### src/rtl/adc_seq_pkg.sv
package adc_seq_pkg;
  localparam logic [3:0] OFS_CTRL    = 4'h0;
  localparam logic [3:0] OFS_SEL     = 4'h1;
  localparam logic [3:0] OFS_CONV    = 4'h2;
  localparam logic [3:0] OFS_RLO     = 4'h3;
  localparam logic [3:0] OFS_RHI     = 4'h4;
  localparam logic [3:0] OFS_RHI_ALT = 4'h5;
  localparam logic [3:0] OFS_CLR     = 4'h9;

  // decoded bus accesses, one cycle each
  typedef struct packed {
    logic ctrlWr;
    logic selWr;
    logic convWr;
    logic hiRd;
    logic clrWr;
  } busStb_t;

  // sequencer strobes into the datapath
  typedef struct packed {
    logic captureRes;
    logic loadSettle;
    logic advanceChan;
  } seqStb_t;

  typedef enum logic {SEQ_IDLE = 1'b0, SEQ_CONV = 1'b1} seqState_t;
endpackage

### src/rtl/adc_seq_fsm.sv
module adc_seq_fsm
  import adc_seq_pkg::*;
(
  input  logic    clk,
  input  logic    rstN,
  input  busStb_t busStb,
  input  logic    autoTrig,
  input  logic    autoInc,
  input  logic    settled,
  input  logic    convDone,
  output seqStb_t seqStb,
  output logic    convStart,
  output logic    busy
);
  seqState_t state;
  logic pending;
  logic trigger;
  logic launch;
  logic unusedStb;

  assign unusedStb = busStb.ctrlWr ^ busStb.clrWr;

  always_comb begin
    trigger            = busStb.convWr | (busStb.hiRd & autoTrig);
    // a select write in the same cycle restarts settling, so hold off
    launch             = (state == SEQ_IDLE) & pending & settled & ~busStb.selWr;
    seqStb.captureRes  = (state == SEQ_CONV) & convDone;
    seqStb.advanceChan = seqStb.captureRes & autoInc;
    seqStb.loadSettle  = busStb.selWr | seqStb.advanceChan;
  end

  always_ff @(posedge clk or negedge rstN) begin
    if (!rstN) begin
      state     <= SEQ_IDLE;
      pending   <= 1'b0;
      convStart <= 1'b0;
    end else begin
      convStart <= launch;
      if (launch) begin
        state   <= SEQ_CONV;
        pending <= trigger;
      end else begin
        pending <= pending | trigger;
        if (seqStb.captureRes) state <= SEQ_IDLE;
      end
    end
  end

  assign busy = (state == SEQ_CONV) | pending;
endmodule

### src/rtl/adc_seq_dp.sv
module adc_seq_dp
  import adc_seq_pkg::*;
#(
  parameter  int NUM_CH       = 16,
  parameter  int RES_BITS     = 12,
  parameter  int SETTLE_SHORT = 6,
  parameter  int SETTLE_LONG  = 12,
  localparam int CH_BITS      = $clog2(NUM_CH)
) (
  input  logic                clk,
  input  logic                rstN,
  input  busStb_t             busStb,
  input  logic                busRdEn,
  input  logic                busWide,
  input  logic [3:0]          busAddr,
  input  logic [15:0]         busWrData,
  input  seqStb_t             seqStb,
  input  logic [RES_BITS-1:0] convData,
  input  logic                settleLong,
  input  logic                busy,
  output logic [15:0]         rdData,
  output logic [CH_BITS-1:0]  chanSel,
  output logic                irq,
  output logic                autoTrig,
  output logic                autoInc,
  output logic                settled,
  output logic                doneFlag
);
  localparam int CNT_W = CH_BITS + 1;
  localparam int SET_W = $clog2(SETTLE_LONG + 1);

  logic [1:0]         scanLim;
  logic               irqEn;
  logic [SET_W-1:0]   settleCnt;
  logic [15:0]        resReg;
  logic [15:0]        resExt;
  logic [CNT_W-1:0]   scanCount;
  logic [CNT_W-1:0]   chanInc;
  logic [CH_BITS-1:0] chanNext;
  logic [7:0]         statusByte;
  logic               unusedBits;

  // convert data and spare control bits carry no meaning
  assign unusedBits = ^{busWrData[15:8], busWrData[7], busWrData[2:1], busStb.convWr};

  generate
    if (RES_BITS < 16) begin : g_signExt
      assign resExt = {{(16-RES_BITS){convData[RES_BITS-1]}}, convData};
    end else begin : g_full
      assign resExt = convData[15:0];
    end
  endgenerate

  always_comb begin
    scanCount = CNT_W'(NUM_CH) >> scanLim;
    chanInc   = CNT_W'(chanSel) + CNT_W'(1);
    chanNext  = (chanInc >= scanCount) ? '0 : chanInc[CH_BITS-1:0];
  end

  always_ff @(posedge clk or negedge rstN) begin
    if (!rstN) begin
      scanLim  <= 2'b00;
      autoInc  <= 1'b0;
      autoTrig <= 1'b0;
      irqEn    <= 1'b0;
    end else if (busStb.ctrlWr) begin
      scanLim  <= busWrData[6:5];
      autoInc  <= busWrData[4];
      autoTrig <= busWrData[3];
      irqEn    <= busWrData[0];
    end
  end

  always_ff @(posedge clk or negedge rstN) begin
    if (!rstN)                   chanSel <= '0;
    else if (busStb.selWr)       chanSel <= busWrData[CH_BITS-1:0];
    else if (seqStb.advanceChan) chanSel <= chanNext;
  end

  always_ff @(posedge clk or negedge rstN) begin
    if (!rstN)                  settleCnt <= '0;
    else if (seqStb.loadSettle) settleCnt <= settleLong ? SET_W'(SETTLE_LONG) : SET_W'(SETTLE_SHORT);
    else if (settleCnt != '0)   settleCnt <= settleCnt - SET_W'(1);
  end

  always_ff @(posedge clk or negedge rstN) begin
    if (!rstN) begin
      resReg   <= '0;
      doneFlag <= 1'b0;
    end else begin
      if (seqStb.captureRes) resReg <= resExt;
      if (seqStb.captureRes)                 doneFlag <= 1'b1;
      else if (busStb.hiRd | busStb.clrWr)   doneFlag <= 1'b0;
    end
  end

  assign settled    = (settleCnt == '0);
  assign irq        = doneFlag & irqEn;
  assign statusByte = {doneFlag, busy, 1'b0, settled, 4'b0000};

  always_comb begin
    rdData = '0;
    if (busRdEn) begin
      case (busAddr)
        OFS_CTRL:    rdData = {8'h00, statusByte};
        OFS_RLO:     rdData = {8'h00, resReg[7:0]};
        OFS_RHI:     rdData = busWide ? resReg : {8'h00, resReg[15:8]};
        OFS_RHI_ALT: rdData = {8'h00, resReg[15:8]};
        default:     rdData = '0;
      endcase
    end
  end
endmodule

### src/rtl/adc_seq_ctrl.sv
module adc_seq_ctrl
  import adc_seq_pkg::*;
#(
  parameter  int NUM_CH       = 16,
  parameter  int RES_BITS     = 12,
  parameter  int SETTLE_SHORT = 6,
  parameter  int SETTLE_LONG  = 12,
  localparam int CH_BITS      = $clog2(NUM_CH)
) (
  input  logic                clk,
  input  logic                rstN,
  input  logic [3:0]          busAddr,
  input  logic                busWrEn,
  input  logic                busRdEn,
  input  logic                busWide,
  input  logic [15:0]         busWrData,
  output logic [15:0]         busRdData,
  input  logic                settleLong,
  output logic                convStart,
  input  logic                convDone,
  input  logic [RES_BITS-1:0] convData,
  output logic [CH_BITS-1:0]  chanSel,
  output logic                irq
);
  busStb_t busStb;
  seqStb_t seqStb;
  logic autoTrig, autoInc, settled, doneFlag, busy;

  always_comb begin
    busStb.ctrlWr = busWrEn & (busAddr == OFS_CTRL);
    busStb.selWr  = busWrEn & (busAddr == OFS_SEL);
    busStb.convWr = busWrEn & ((busAddr == OFS_CONV) | (busWide & (busAddr == OFS_SEL)));
    busStb.hiRd   = busRdEn & ((busAddr == OFS_RHI) | (busAddr == OFS_RHI_ALT));
    busStb.clrWr  = busWrEn & (busAddr == OFS_CLR);
  end

  adc_seq_fsm uFsm (
    .clk(clk), .rstN(rstN), .busStb(busStb), .autoTrig(autoTrig), .autoInc(autoInc),
    .settled(settled), .convDone(convDone), .seqStb(seqStb), .convStart(convStart), .busy(busy)
  );

  adc_seq_dp #(
    .NUM_CH(NUM_CH), .RES_BITS(RES_BITS), .SETTLE_SHORT(SETTLE_SHORT), .SETTLE_LONG(SETTLE_LONG)
  ) uDp (
    .clk(clk), .rstN(rstN), .busStb(busStb), .busRdEn(busRdEn), .busWide(busWide),
    .busAddr(busAddr), .busWrData(busWrData), .seqStb(seqStb), .convData(convData),
    .settleLong(settleLong), .busy(busy), .rdData(busRdData), .chanSel(chanSel), .irq(irq),
    .autoTrig(autoTrig), .autoInc(autoInc), .settled(settled), .doneFlag(doneFlag)
  );
endmodule

### config.mk
export PLATFORM = sky130hd
export DESIGN_NAME = adc_seq_ctrl
export DESIGN_NICKNAME = d
export VERILOG_FILES = /design/src/rtl/adc_seq_pkg.sv /design/src/rtl/adc_seq_fsm.sv /design/src/rtl/adc_seq_dp.sv /design/src/rtl/adc_seq_ctrl.sv
export SDC_FILE = /design/constraint.sdc
export NUM_CORES = 1
export LEC_CHECK = 0
export BUFFER_PORTS_ARGS = -buffer_cell sky130_fd_sc_hd__buf_4
export CORE_MARGIN = 2
export CORE_UTILIZATION = 35
export CTS_CLUSTER_DIAMETER = 100
export CTS_CLUSTER_SIZE = 10
export DETAILED_ROUTE_END_ITERATION = 8
export GPL_ROUTABILITY_DRIVEN = 0
export SYNTH_ARGS = -nofsm -noshare
export SYNTH_HDL_FRONTEND = slang
export SYNTH_HIERARCHICAL = 1
export SYNTH_SLANG_ARGS = --single-unit
### constraint.sdc
create_clock -name clk -period 3.6 [get_ports clk]
set_clock_uncertainty 0.05 [all_clocks]
set_input_delay 0.18 -clock clk [delete_from_list [all_inputs] [get_ports clk]]
set_output_delay 0.18 -clock clk [all_outputs]
set_load 0.03 [all_outputs]
==> reports/qor.txt <==
Main area contributors after synthesis -> dfrtp_1 (39%), mux2_2 (10%), ha_1 (4.8%), and3_1 (2.7%), a211oi_1 (2.4%)
H-tree depth -> 2
Combined area of the multi-input logic cells -> 1030 sq um
Register area -> 725.7 sq um
Gate Count Post-Synth -> 174
Slew HR -> 50.60%
Pre-Repair DR Iteration Count -> 4
Final setup violating endpoints -> 0
Data required, critical path -> 3370 ps
YS warnings -> 6
Synth top area share -> 39.43%
Total power -> 1.463 mW
Overall routing resource usage -> 14.50%
Row Count -> 26
Crit Path Category -> reg -> out
Critical Path Fanout Max -> 5
Root Driver -> clkbuf_8
Gr ovfl total -> 0
Nets -> 269
Unrepaired setup endpoints after global routing -> no
Worst Hold Class -> in -> reg
Final-report hold violation count -> 0
Die Area -> 5855 sq um
Dpl hpwl -> 2985 um
Io pins -> 61
Vias -> 1451
Post_cts resized -> 0
Fmax -> 0.4318 GHz
Critical Path Sink Type -> output port
Clock Sinks -> 29
EDFF count, synth -> 0
Post-layout util -> 46.50%
Synthesized area -> 1841 sq um
Reg clk slew, reported paths -> 60 ps
Final Slew Violations -> 0
Reg2Reg Setup Slack -> 1600 ps
CP arrival -> 2090 ps
Syn Nets -> 220
Slew @ Worst Pin -> 735.4 ps
PortBufs -> 51
Fin crit share -> 64.33%
Largest area contributor in the netlist -> dfrtp_1
Synth Area per Inst -> 10.58 sq um
Synthesis-to-layout area growth -> 28.21%
Share of cells above drive strength 1 -> 37.50%
Main flop type after synthesis -> dfrtp_1
Number of antenna diodes -> 0
Setup TNS -> 0 ps
Die Y -> 76.52 um
Initial antenna violation count -> 0
Clk Latency, worst-skew pair -> 270 ps
Seq/Total Area, Yosys -> 39.43%
Leak -> 1.065 nW
Largest net degree at the start of global routing -> 30
DR DRC count -> 0
1st-iter DRT viols -> 78
Fillers -> 537
Clock Path Buffers -> 2
Min cycle time layout -> 2316 ps
Detailed-route wire length -> 3971 um
Core area -> 5075 sq um
Outcome -> completed
Max VDD drop -> 0.0002422 V
First-pass GRT wire length -> 6768 um
Num CTS Buffers -> 5
WL/cell -> 13.51 um
Die Wd -> 76.52 um
Startpoint types -> flop
Seq cells post-synth -> 29
Ys async rst share -> 100.0%
CTS tree -> built
ANT nets after route -> 0
Yosys cell types -> 49
PD cells -> 620.1 nW/um^2
Vias in the first global route -> 1435
Average via count per standard cell -> 4.935
Initial cell density of the core -> 36.27%
Max-cap viol count -> 0
[cells in the final DEF (no fill, tap or decap), types with 3 or more instances in the layout]
cell type and count:
buf_4 51, dfrtp_1 29, mux2_2 17, and3_1 8, clkbuf_8 7, o21ai_0 7, ha_1 7, nor3b_1 6
nand2b_1 6, inv_1 6, nand3_1 6, a211oi_1 6, a21oi_1 5, nor2_1 5, o31ai_1 4, nor3_1 3
nand2_1 3, nand4b_1 3, xnor2_1 3, nor2b_1 3, and2b_1 3, o21ai_1 3
[power breakdown]
group / switching, mW / internal (mW)
clock network: 0.122 / 0.172
registers: 0.114 / 0.471
logic: 0.279 / 0.305
total: 0.515 / 0.948
[worst max-delay path, cell delays in order (launching register included)]
cell and delay (ps):
dfrtp_1 380, inv_1 110, ha_1 170, nor3b_2 470, a32oi_1 110, a311oi_1 350, buf_4 220
[sequential cells by signal, indices dropped and copies added, names as in the netlist]
signal          flops
uDp/autoInc         1
uDp/autoTrig        1
uDp/chanSel         4
uDp/doneFlag        1
uDp/irqEn           1
uDp/resReg         12
uDp/scanLim         2
uDp/settleCnt       4
uFsm/convStart      1
uFsm/pending        1
uFsm/state          1
[routing by layer]
layer  global-route usage [%]  up-vias  share of wire [%]
met5                        0        -                  0
met4                    4.909        0                1.4
met3                    3.555        6                4.1
met2                    22.57       35                 45
met1                    19.73      670                 49
li1                         -      740                  -
[per-stage QoR]
stage                     setup slack (ps)  hold WS (ps)  area (sq um)  instances
final                                 1284         63.60          2360        294
after global routing                  1131         66.91          2360        294
after CTS                             1226         55.49          2360        294
after detailed placement              1540         88.25          2248        285
after global placement                1575         87.06          2248        285
after floorplan                       1414        -165.6          1841        174
[area by class of cell]
type	count	area share, %
multi-input combinational	129	43.64
sequential	29	30.75
tap	70	3.712
inverter	6	0.9544
clock buffer	7	4.083
clock inverter	1	0.2121
timing repair buffer	52	16.65
[kinds of logic (layout without fill, tap and decap cells)]
kind of cell,count (synthesis),count (layout),synth area share [%]
DFF,29,29,39.43
buffers and inverters,16,66,4.623
xor gates and xnor gates,5,5,2.380
and+or+nand+nor,65,65,25.29
muxes,18,18,10.94
AOI/OAI and AO/OA,34,34,12.58
adders and majority gates,7,7,4.758
[worst paths after layout]
| path | endpoint | depth (start not counted) | startpoint |
|---|---|---|---|
| worst max-delay path | busRdData[4] | 6 | uDp/settleCnt[0]$_DFFE_PN0P_ |
| worst min-delay path | uFsm/state$_DFFE_PN0P_ | 2 | convDone |
| worst max register to register | uDp/chanSel[0]$_DFFE_PN0P_ | 6 | uDp/chanSel[0]$_DFFE_PN0P_ |
| worst min register to register | uDp/irqEn$_DFFE_PN0P_ | 1 | uDp/irqEn$_DFFE_PN0P_ |
| max in group asynchronous | uDp/resReg[2]$_DFFE_PN0P_ | 2 | rstN |
| min in group asynchronous | uDp/scanLim[0]$_DFFE_PN0P_ | 2 | rstN |
[cells in the mapped netlist, drive strengths merged, types with 5 or more instances]
master,count
a211oi,6
nand3,7
ha,7
o21ai,10
a21oi,5
mux2,17
nor3b,9
nor2,5
inv,6
dfrtp,29
nand2b,6
and3,8
buf,8
[repair_timing]
| item | in CTS | in global routing |
|---|---|---|
| hold buffers | 1 | 0 |
| setup endpoints to repair | 0 | 0 |
| buffers inserted | 0 | 0 |
| endpoints found under the hold margin | 29 | 0 |
No activity file was read; power rests on OpenSTA's default activity.
